<file path="src/rtl/nxp_pkg.sv">
package nxp_pkg;
   typedef enum logic [2:0] {
      XF_NONE  = 3'd0,
      XF_BSET  = 3'd1,
      XF_BCLR  = 3'd2,
      XF_JREL  = 3'd3,
      XF_JLREL = 3'd4,
      XF_JREG  = 3'd5,
      XF_JLREG = 3'd6,
      XF_ERET  = 3'd7
   } xfer_e;

   typedef struct packed {
      logic redirect;
      logic link;
      logic use_reg;
      logic eret;
   } xfer_dec_t;
endpackage

</file>
<file path="src/rtl/nxp_cond.sv">
module nxp_cond
   import nxp_pkg::*;
(
   input  logic [2:0] code_i,
   input  logic       flag_i,
   output xfer_dec_t  dec_o
);
   xfer_e kind;
   assign kind = xfer_e'(code_i);

   always_comb begin
      dec_o = '0;
      unique case (kind)
         XF_BSET:  dec_o.redirect = flag_i;
         XF_BCLR:  dec_o.redirect = ~flag_i;
         XF_JREL:  dec_o.redirect = 1'b1;
         XF_JLREL: begin dec_o.redirect = 1'b1; dec_o.link = 1'b1; end
         XF_JREG:  begin dec_o.redirect = 1'b1; dec_o.use_reg = 1'b1; end
         XF_JLREG: begin
            dec_o.redirect = 1'b1; dec_o.use_reg = 1'b1; dec_o.link = 1'b1;
         end
         XF_ERET:  dec_o.eret = 1'b1;
         default:  dec_o = '0;
      endcase
   end
endmodule

</file>
<file path="src/rtl/nxp_target.sv">
module nxp_target #(
   parameter int AW          = 32,
   parameter int OFS_W       = 26,
   parameter int INSN_BYTES  = 4,
   parameter bit ALIGN_REG   = 1'b0
) (
   input  logic [AW-1:0]    pc_i,
   input  logic [OFS_W-1:0] ofs_i,
   input  logic [AW-1:0]    rtgt_i,
   input  logic             use_reg_i,
   output logic [AW-1:0]    tgt_o
);
   localparam int SH   = $clog2(INSN_BYTES);
   localparam int XTND = AW - OFS_W - SH;

   generate
      if (XTND < 1) begin : g_bad_width
         $error("nxp_target: AW too small for offset field");
      end
      if ((1 << SH) != INSN_BYTES) begin : g_bad_insn
         $error("nxp_target: INSN_BYTES must be a power of two");
      end
   endgenerate

   logic [AW-1:0] rel_disp;
   logic [AW-1:0] rel_tgt;
   logic [AW-1:0] reg_tgt;

   assign rel_disp = {{XTND{ofs_i[OFS_W-1]}}, ofs_i, {SH{1'b0}}};
   assign rel_tgt  = pc_i + rel_disp;

   generate
      if (ALIGN_REG) begin : g_align
         assign reg_tgt = {rtgt_i[AW-1:SH], {SH{1'b0}}};
      end else begin : g_raw
         assign reg_tgt = rtgt_i;
      end
   endgenerate

   assign tgt_o = use_reg_i ? reg_tgt : rel_tgt;
endmodule

</file>
<file path="src/rtl/nxp_slot.sv">
module nxp_slot #(
   parameter int AW = 32
) (
   input  logic          clk,
   input  logic          rst_n,
   input  logic          adv_i,
   input  logic          arm_i,
   input  logic [AW-1:0] tgt_i,
   output logic          pend_o,
   output logic [AW-1:0] tgt_q_o
);
   always_ff @(posedge clk or negedge rst_n) begin
      if (!rst_n) begin
         pend_o  <= 1'b0;
         tgt_q_o <= '0;
      end else if (adv_i) begin
         if (pend_o) begin
            pend_o <= 1'b0;
         end else if (arm_i) begin
            pend_o  <= 1'b1;
            tgt_q_o <= tgt_i;
         end
      end
   end

   // a stall keeps the armed redirect and its target
   a_r9_stall_keeps: assert property (@(posedge clk) disable iff (!rst_n)
      (pend_o && !adv_i) |=> (pend_o && $stable(tgt_q_o)));
   // retiring the slot consumes the redirect
   a_r8_slot_consumes: assert property (@(posedge clk) disable iff (!rst_n)
      (pend_o && adv_i) |=> !pend_o);
endmodule

</file>
<file path="src/rtl/nextpc_unit.sv">
module nextpc_unit
   import nxp_pkg::*;
#(
   parameter int AW         = 32,
   parameter int OFS_W      = 26,
   parameter int SR_W       = 32,
   parameter int RIDX_W     = 5,
   parameter int LINK_IDX   = 9,
   parameter int INSN_BYTES = 4,
   parameter bit ALIGN_REG  = 1'b0
) (
   input  logic              clk,
   input  logic              rst_n,
   input  logic              adv_i,
   input  logic [AW-1:0]     pc_i,
   input  logic [2:0]        xfer_i,
   input  logic [OFS_W-1:0]  ofs_i,
   input  logic [AW-1:0]     rtgt_i,
   input  logic              flag_i,
   input  logic [AW-1:0]     epc_i,
   input  logic [SR_W-1:0]   esr_i,
   output logic [AW-1:0]     fetch_pc_o,
   output logic              lnk_we_o,
   output logic [RIDX_W-1:0] lnk_idx_o,
   output logic [AW-1:0]     lnk_val_o,
   output logic              sr_we_o,
   output logic [SR_W-1:0]   sr_val_o,
   output logic              slot_pend_o
);
   localparam logic [AW-1:0]     STEP     = AW'(INSN_BYTES);
   localparam logic [AW-1:0]     LINK_OFS = AW'(2 * INSN_BYTES);
   localparam logic [RIDX_W-1:0] LINK_R   = RIDX_W'(LINK_IDX);

   generate
      if (LINK_IDX >= (1 << RIDX_W)) begin : g_bad_link
         $error("nextpc_unit: LINK_IDX does not fit RIDX_W");
      end
   endgenerate

   xfer_dec_t     dec;
   logic [AW-1:0] new_tgt;
   logic [AW-1:0] held_tgt;
   logic          live;

   nxp_cond u_cond (
      .code_i (xfer_i),
      .flag_i (flag_i),
      .dec_o  (dec)
   );

   nxp_target #(
      .AW(AW), .OFS_W(OFS_W), .INSN_BYTES(INSN_BYTES), .ALIGN_REG(ALIGN_REG)
   ) u_tgt (
      .pc_i      (pc_i),
      .ofs_i     (ofs_i),
      .rtgt_i    (rtgt_i),
      .use_reg_i (dec.use_reg),
      .tgt_o     (new_tgt)
   );

   nxp_slot #(.AW(AW)) u_slot (
      .clk     (clk),
      .rst_n   (rst_n),
      .adv_i   (adv_i),
      .arm_i   (dec.redirect),
      .tgt_i   (new_tgt),
      .pend_o  (slot_pend_o),
      .tgt_q_o (held_tgt)
   );

   // the instruction in the delay slot has its transfer suppressed
   assign live = adv_i & ~slot_pend_o;

   always_comb begin
      if (slot_pend_o)   fetch_pc_o = held_tgt;
      else if (dec.eret) fetch_pc_o = epc_i;
      else               fetch_pc_o = pc_i + STEP;
   end

   assign lnk_we_o  = live & dec.link;
   assign lnk_idx_o = LINK_R;
   assign lnk_val_o = pc_i + LINK_OFS;
   assign sr_we_o   = live & dec.eret;
   assign sr_val_o  = esr_i;

   // a redirect decoded on a live retirement arms the slot
   a_r4_arms_slot: assert property (@(posedge clk) disable iff (!rst_n)
      (live && dec.redirect) |=> slot_pend_o);
   // an exception return never leaves a delay slot behind
   a_r7_no_slot_after_eret: assert property (@(posedge clk) disable iff (!rst_n)
      sr_we_o |=> !slot_pend_o);
   // no side effects without retirement
   a_r11_idle_quiet: assert property (@(posedge clk) disable iff (!rst_n)
      !adv_i |-> (!lnk_we_o && !sr_we_o));
   // side effects never appear while the slot is pending
   a_r10_slot_quiet: assert property (@(posedge clk) disable iff (!rst_n)
      slot_pend_o |-> (!lnk_we_o && !sr_we_o));
   // link and status writes are mutually exclusive
   a_r6_one_write: assert property (@(posedge clk) disable iff (!rst_n)
      $countones({lnk_we_o, sr_we_o}) <= 1);
endmodule

</file>
<file path="config.mk">
export PLATFORM = sky130hd
export DESIGN_NAME = nextpc_unit
export DESIGN_NICKNAME = d
export VERILOG_FILES = /design/src/rtl/nxp_pkg.sv /design/src/rtl/nxp_cond.sv /design/src/rtl/nxp_target.sv /design/src/rtl/nxp_slot.sv /design/src/rtl/nextpc_unit.sv
export SDC_FILE = /design/constraint.sdc
export NUM_CORES = 1
export LEC_CHECK = 0
export ABC_CLOCK_PERIOD_IN_PS = 5700
export BUFFER_PORTS_ARGS = -buffer_cell sky130_fd_sc_hd__buf_2
export CAP_MARGIN = 10
export CELL_PAD_IN_SITES_DETAIL_PLACEMENT = 0
export CELL_PAD_IN_SITES_GLOBAL_PLACEMENT = 1
export CORE_ASPECT_RATIO = 0.7
export CORE_UTILIZATION = 34
export DETAILED_ROUTE_END_ITERATION = 12
export GPL_ROUTABILITY_DRIVEN = 1
export PLACE_DENSITY_LB_ADDON = 0.1
export SYNTH_ARGS = -nofsm -noshare
export SYNTH_HDL_FRONTEND = slang
export SYNTH_SLANG_ARGS = --single-unit
</file>
<file path="constraint.sdc">
create_clock -name clk -period 5.7 [get_ports clk]
set_clock_uncertainty 0.15 [all_clocks]
set_input_delay 0.855 -clock clk [delete_from_list [all_inputs] [get_ports clk]]
set_output_delay 0.855 -clock clk [all_outputs]
set_load 0.1 [all_outputs]
</file>
==> Word level (Yosys, flattened, before mapping) <==
Index checks and enable logic that the tools add are counted.
{ "word_totals": {"ff_bits": 33, "latchBits": 0, "ram_bits": 0, "mem_bits_ro": 0, "in_bits": 161, "mem_count": 0} }
{ "classes": {"n_addsub": 3, "mul": 0, "div": 0, "magnitude_cmp": 0, "eq_ne": 7, "shifts": 0, "muxes": 9, "n_bitwise": 5, "n_reduce_logical": 4} }
{ "ops": {"columns": ["op", "n"], "rows": [
  ["$mux W32", 3],
  ["$add A32 B3 Y32 const B", 1],
  ["$add A32 B32 Y32", 1],
  ["$add A32 B4 Y32 const B", 1],
  ["$eq A3 B3 Y1 const B", 4],
  ["$eq A3 B2 Y1 const B", 2],
  ["$mux W1", 5],
  ["$reduce_or A2 Y1", 2],
  ["$reduce_or A4 Y1", 1],
  ["$and A1 B1 Y1", 3],
  ["$eq A3 B1 Y1 const B", 1],
  ["$pmux W1 S3", 1],
  ["$reduce_and A3 Y1", 1],
  ["$not A1 Y1", 2]
]} }

==> Logic depth before layout (Yosys ltp) <==
{ "logic_depth": {"depth_word": 5, "ltp_mapped": 9} }

==> Cells and area by module <==
From an unflattened synthesis, not the netlist that was laid out.
{ "unflattened": {"cells_unflattened": 707, "area_unflattened_um2": 5645.4} }
{ "modules_own_cells": {"columns": ["mod", "n_inst", "cells_per_inst", "area_per_inst_um2", "seq_area_each_um2"], "rows": [
  ["nxp_target", 1, 318, 2200.9, 0.0],
  ["nextpc_unit", 1, 311, 2040.7, 0.0],
  ["nxp_slot", 1, 71, 1357.6, 825.8],
  ["nxp_cond", 1, 7, 46.3, 0.0]
]} }

==> Least setup slack after synthesis <==
No wires, ideal clock.
{ "synth_timing": {"path_type": "input -> output", "from": "input pc_i[16]", "to": "output fetch_pc_o[30]", "arrival_ps": 4337, "t_required_ps": 4695, "setup_slack_ps": 358, "cell_stages": 7, "cell_sequence": "clkbuf_1 -> and4_1 -> nand4_1 -> nor3_1 -> nand2_1 -> xor2_1 -> a221oi_1"} }
{ "synth_between": {"elab_chain_len": 3} }
{ "synth_rtl": {"columns": ["element", "line", "text"], "rows": [
  ["from (decl)", "nextpc_unit.sv:15", "input logic [AW-1:0] pc_i,"],
  ["$add A32 B3 Y32", "nextpc_unit.sv:77", "else fetch_pc_o = pc_i + STEP;"],
  ["$mux W32", "nextpc_unit.sv:76", "else if (dec.eret) fetch_pc_o = epc_i;"],
  ["$mux W32", "nextpc_unit.sv:75", "if (slot_pend_o) fetch_pc_o = held_tgt;"],
  ["to (decl)", "nextpc_unit.sv:22", "output logic [AW-1:0] fetch_pc_o,"]
]} }
Every way passes these cells.

==> Worst setup path after layout <==
{ "layout_timing": {"from": "input pc_i[3]", "to": "output fetch_pc_o[21]"} }
Same word-level chain as after synthesis.

==> flow_summary.ini <==
[run_status]
status = finished clean

[placed_design]
routabilityCongestion = 0.897
dpl_worst_slack_ns = 1.22
numPortBuffers = 195
dp_hpwl_um = 16400
place_area_mm2 = 0.00590
dp_cells = 1041

[yosys]
ys.flop_type = dfrtp_1
ys.warnings.count = 0
ys_ff_latch = 33
synth_top_area_share_pct = 16.2
synth.area.top_cells = dfrtp_1, nand2_1, ha_1, xor2_1, buf_4
syn_area_per_cell_um2 = 7.04
synth_area_leader_cell = dfrtp_1
syn_area_mm2 = 0.00511
synth_cell_type_count = 60
yosysSeqAreaShare_pct = 16.2
synth_edf_count = 0
synth-async-reset-ratio_pct = 100
synth_cells = 726

[worst_setup_path]
slowest_delay_ns = 0.53
critPathMaxFanout = 9
cp_cell_sequence = buf_2 > ha_1 > and3_4 > nand3_2 > nor4_4 > and4_4 > nand2_1 > xor2_1 > a221oi_2 > buf_2
crit_arrival_ns = 3.49
ff2ff_path_depth = 9
cp-startpoint = pc_i[3]
worstPathRequired_ns = 4.70
r2r_setup_slack_ns = 2.83
critPathSlowestCell = nor4_4
critical_path.endpoint = fetch_pc_o[21]
start_kind = input port
endpoint_kind = primary output
cp_common_cell = buf_2
path_class = input port to primary output
timing.rr.end = u_slot.tgt_q_o[25]
regToRegStartpoint = u_slot.pend_o

[timing]
period_needed_ns = 4.50
tns_ns = 0
fin_crit_sh_pct = 78.9
setup_viol = 0
worst_slew_pin_slew_ns = 0.947
drv_slew = 0
fin_ws_ns = 1.20
hold_violations = 0
max_clock_freq_mhz = 222
hold_slack_ns = 0.334
grt_setup_unrepaired = false
slew_headroom_pct = 36.7

[floorplanning]
ios = 265
rows = 37
die_y_um = 105
die_w_um = 149
dieArea_mm2 = 0.0155
core_mm2 = 0.0147
start_util_pct = 34.8

[clock_network]
clock-sinks = 33
cts_tree = yes
insertion_delay_ns = 0.27
ctsResizeCount = 0
path_clk_slew_ns = 0.06
htreeDepth = 2
post_cts_buffers = 0
cts_buffer_depth = 2
numCtsBuffers = 5
hold_buffers = 0
clock-root-buffer = clkbuf_16

[pwr]
leakage_nw = 2.75
power.total_mw = 1.80
combPwrFrac_pct = 64.7
p_seq_share_pct = 19.9
pwr-share-clk_pct = 15.3
p_int_mw = 0.742
worst_ir_drop_vdd_mv = 0.122
power-per-cell-area_mw_per_mm2 = 298
p_switching_mw = 1.06
p_sw_share_pct = 58.8

[route]
vias_per_cell = 5.51
drc = 0
wl_per_cell_um = 19.2
dr.pass1.iters = 5
wirelength_um = 20200
drtAntennaViolNets = 0
vias = 5784
detail_route.iter0.violations = 405

[global_route]
grt_pass1_wl_um = 30400
grt_max_degree = 42
antenna_found_initial = 1
grt_overflow_total = 0
track_usage_pct = 25.5
first_global_vias = 5276

[finish]
finish.instance_area_mm2 = 0.00605
multi_input_area_mm2 = 0.00376
final-seq-area_um2 = 827
finalNetCount = 1046
drive_above_1_share_pct = 27.3
instances_no_fill = 1049
syn2layout_area_growth_pct = 18.4
n_fill_cell = 1606
final_core_util_pct = 41.2

[job]
maxCapViolations = 0

[worst_hold_path]
min_path_type = flop to flop
==> critical path: cells and delay by family <==
kind	cells	cell delay, ns
adder cells (fa/ha/maj)	1	0.24
buffers and inverters	2	0.65
AO/OA/AOI/OAI	1	0.25
XOR/XNOR	1	0.16
AND/OR/NAND/NOR	5	1.32
==> routing by layer <==
layer | vias to the layer above | global-route usage, % | part of all wire [%]
met1 | 2716 | 40.9 | 50
met3 | 23 | 4.10 | 9.0
li1 | 2770 | - | -
met2 | 275 | 34.9 | 40
met5 | - | 0 | 0
met4 | 0 | 4.57 | 0.84
==> power groups by stage <==
| stage | clock network, mW | registers [mW] | logic (mW) |
|---|---|---|---|
| finish | 0.276 | 0.359 | 1.17 |
| global route | 0.291 | 0.369 | 1.23 |
| CTS | 0.281 | 0.359 | 1.16 |
| detailed placement | 0 | 0.363 | 1.16 |
| global placement | 0 | 0.358 | 1.16 |
| floorplan | 0 | 0.349 | 1.02 |
==> cell type report <==
class / count / area share (%)
diodes: 1 / 0.0413
flip-flops and latches: 33 / 13.7
clock buffers: 6 / 2.29
well taps: 195 / 4.03
inverters: 17 / 1.05
clock inverters: 1 / 0.124
repair buffers: 200 / 16.7
multi-input cells: 596 / 62.1
==> how the worst min path moves through the flow <==
stage / from / to / slack [ns] / depth (start not counted)
floorplan: u_slot.tgt_q_o[18] / u_slot.tgt_q_o[18] / 0.30 / 2
global placement: u_slot.tgt_q_o[18] / u_slot.tgt_q_o[18] / 0.32 / 2
detailed placement: u_slot.tgt_q_o[18] / u_slot.tgt_q_o[18] / 0.33 / 2
CTS: u_slot.tgt_q_o[18] / u_slot.tgt_q_o[18] / 0.34 / 2
global route: u_slot.tgt_q_o[23] / u_slot.tgt_q_o[23] / 0.37 / 2
finish: u_slot.tgt_q_o[18] / u_slot.tgt_q_o[18] / 0.33 / 2
==> flip-flops by register name, indices dropped and copies added (netlist names) <==
signal          flops
u_slot.pend_o       1
u_slot.tgt_q_o     32
==> cells in the final DEF (no fill, tap or decap), drive strengths merged, types with 4 or more instances in the layout <==
cell type	count
o211ai	7
inv	17
a21oi	63
o21ai	60
and3	12
xor2	41
ha	31
and4	4
nor2	68
dfrtp	33
xnor2	35
nand3	29
mux2i	12
a211oi	5
conb	5
nand4	19
a21o	7
clkbuf	6
nor3	22
nand2	108
a221oi	10
buf	200
a31oi	10
or3	4
==> kinds of logic (layout without fill, tap and decap cells) <==
group                    count (synthesis)  in the layout  synth area share [%]
buffers and inverters                  100            224                  10.6
AO/OA/AOI/OAI                          185            185                  22.3
AND/OR/NAND/NOR                        284            284                  27.0
adder cells (fa/ha/maj)                 32             32                  7.98
other                                    2              6                 0.147
flip-flops                              33             33                  16.2
XOR/XNOR                                76             76                  13.0
multiplexers                            14             14                  2.79
==> cells in the mapped netlist, types with 2 or more instances <==
library cell	count
a2111oi_0	2
a211oi_1	5
a21bo_2	2
a21o_1	7
a21oi_1	62
a221o_1	2
a221oi_1	6
a221oi_2	4
a31oi_1	10
a41oi_1	2
and2_1	2
and3_1	10
and3_4	2
and4_1	3
buf_1	2
buf_2	8
buf_4	42
clkbuf_1	30
conb_1	2
dfrtp_1	33
ha_1	31
inv_1	17
mux2_2	2
mux2i_1	12
nand2_1	108
nand2b_1	3
nand3_1	26
nand3_2	3
nand3b_1	2
nand4_1	18
nand4b_1	2
nor2_1	68
nor2b_1	3
nor3_1	21
nor4_4	2
o211ai_1	7
o21a_1	2
o21ai_0	55
o21ai_1	5
o21bai_1	3
o22ai_1	3
o311ai_0	2
or3_1	4
xnor2_1	35
xor2_1	41
(Power assumes the default switching activity.)
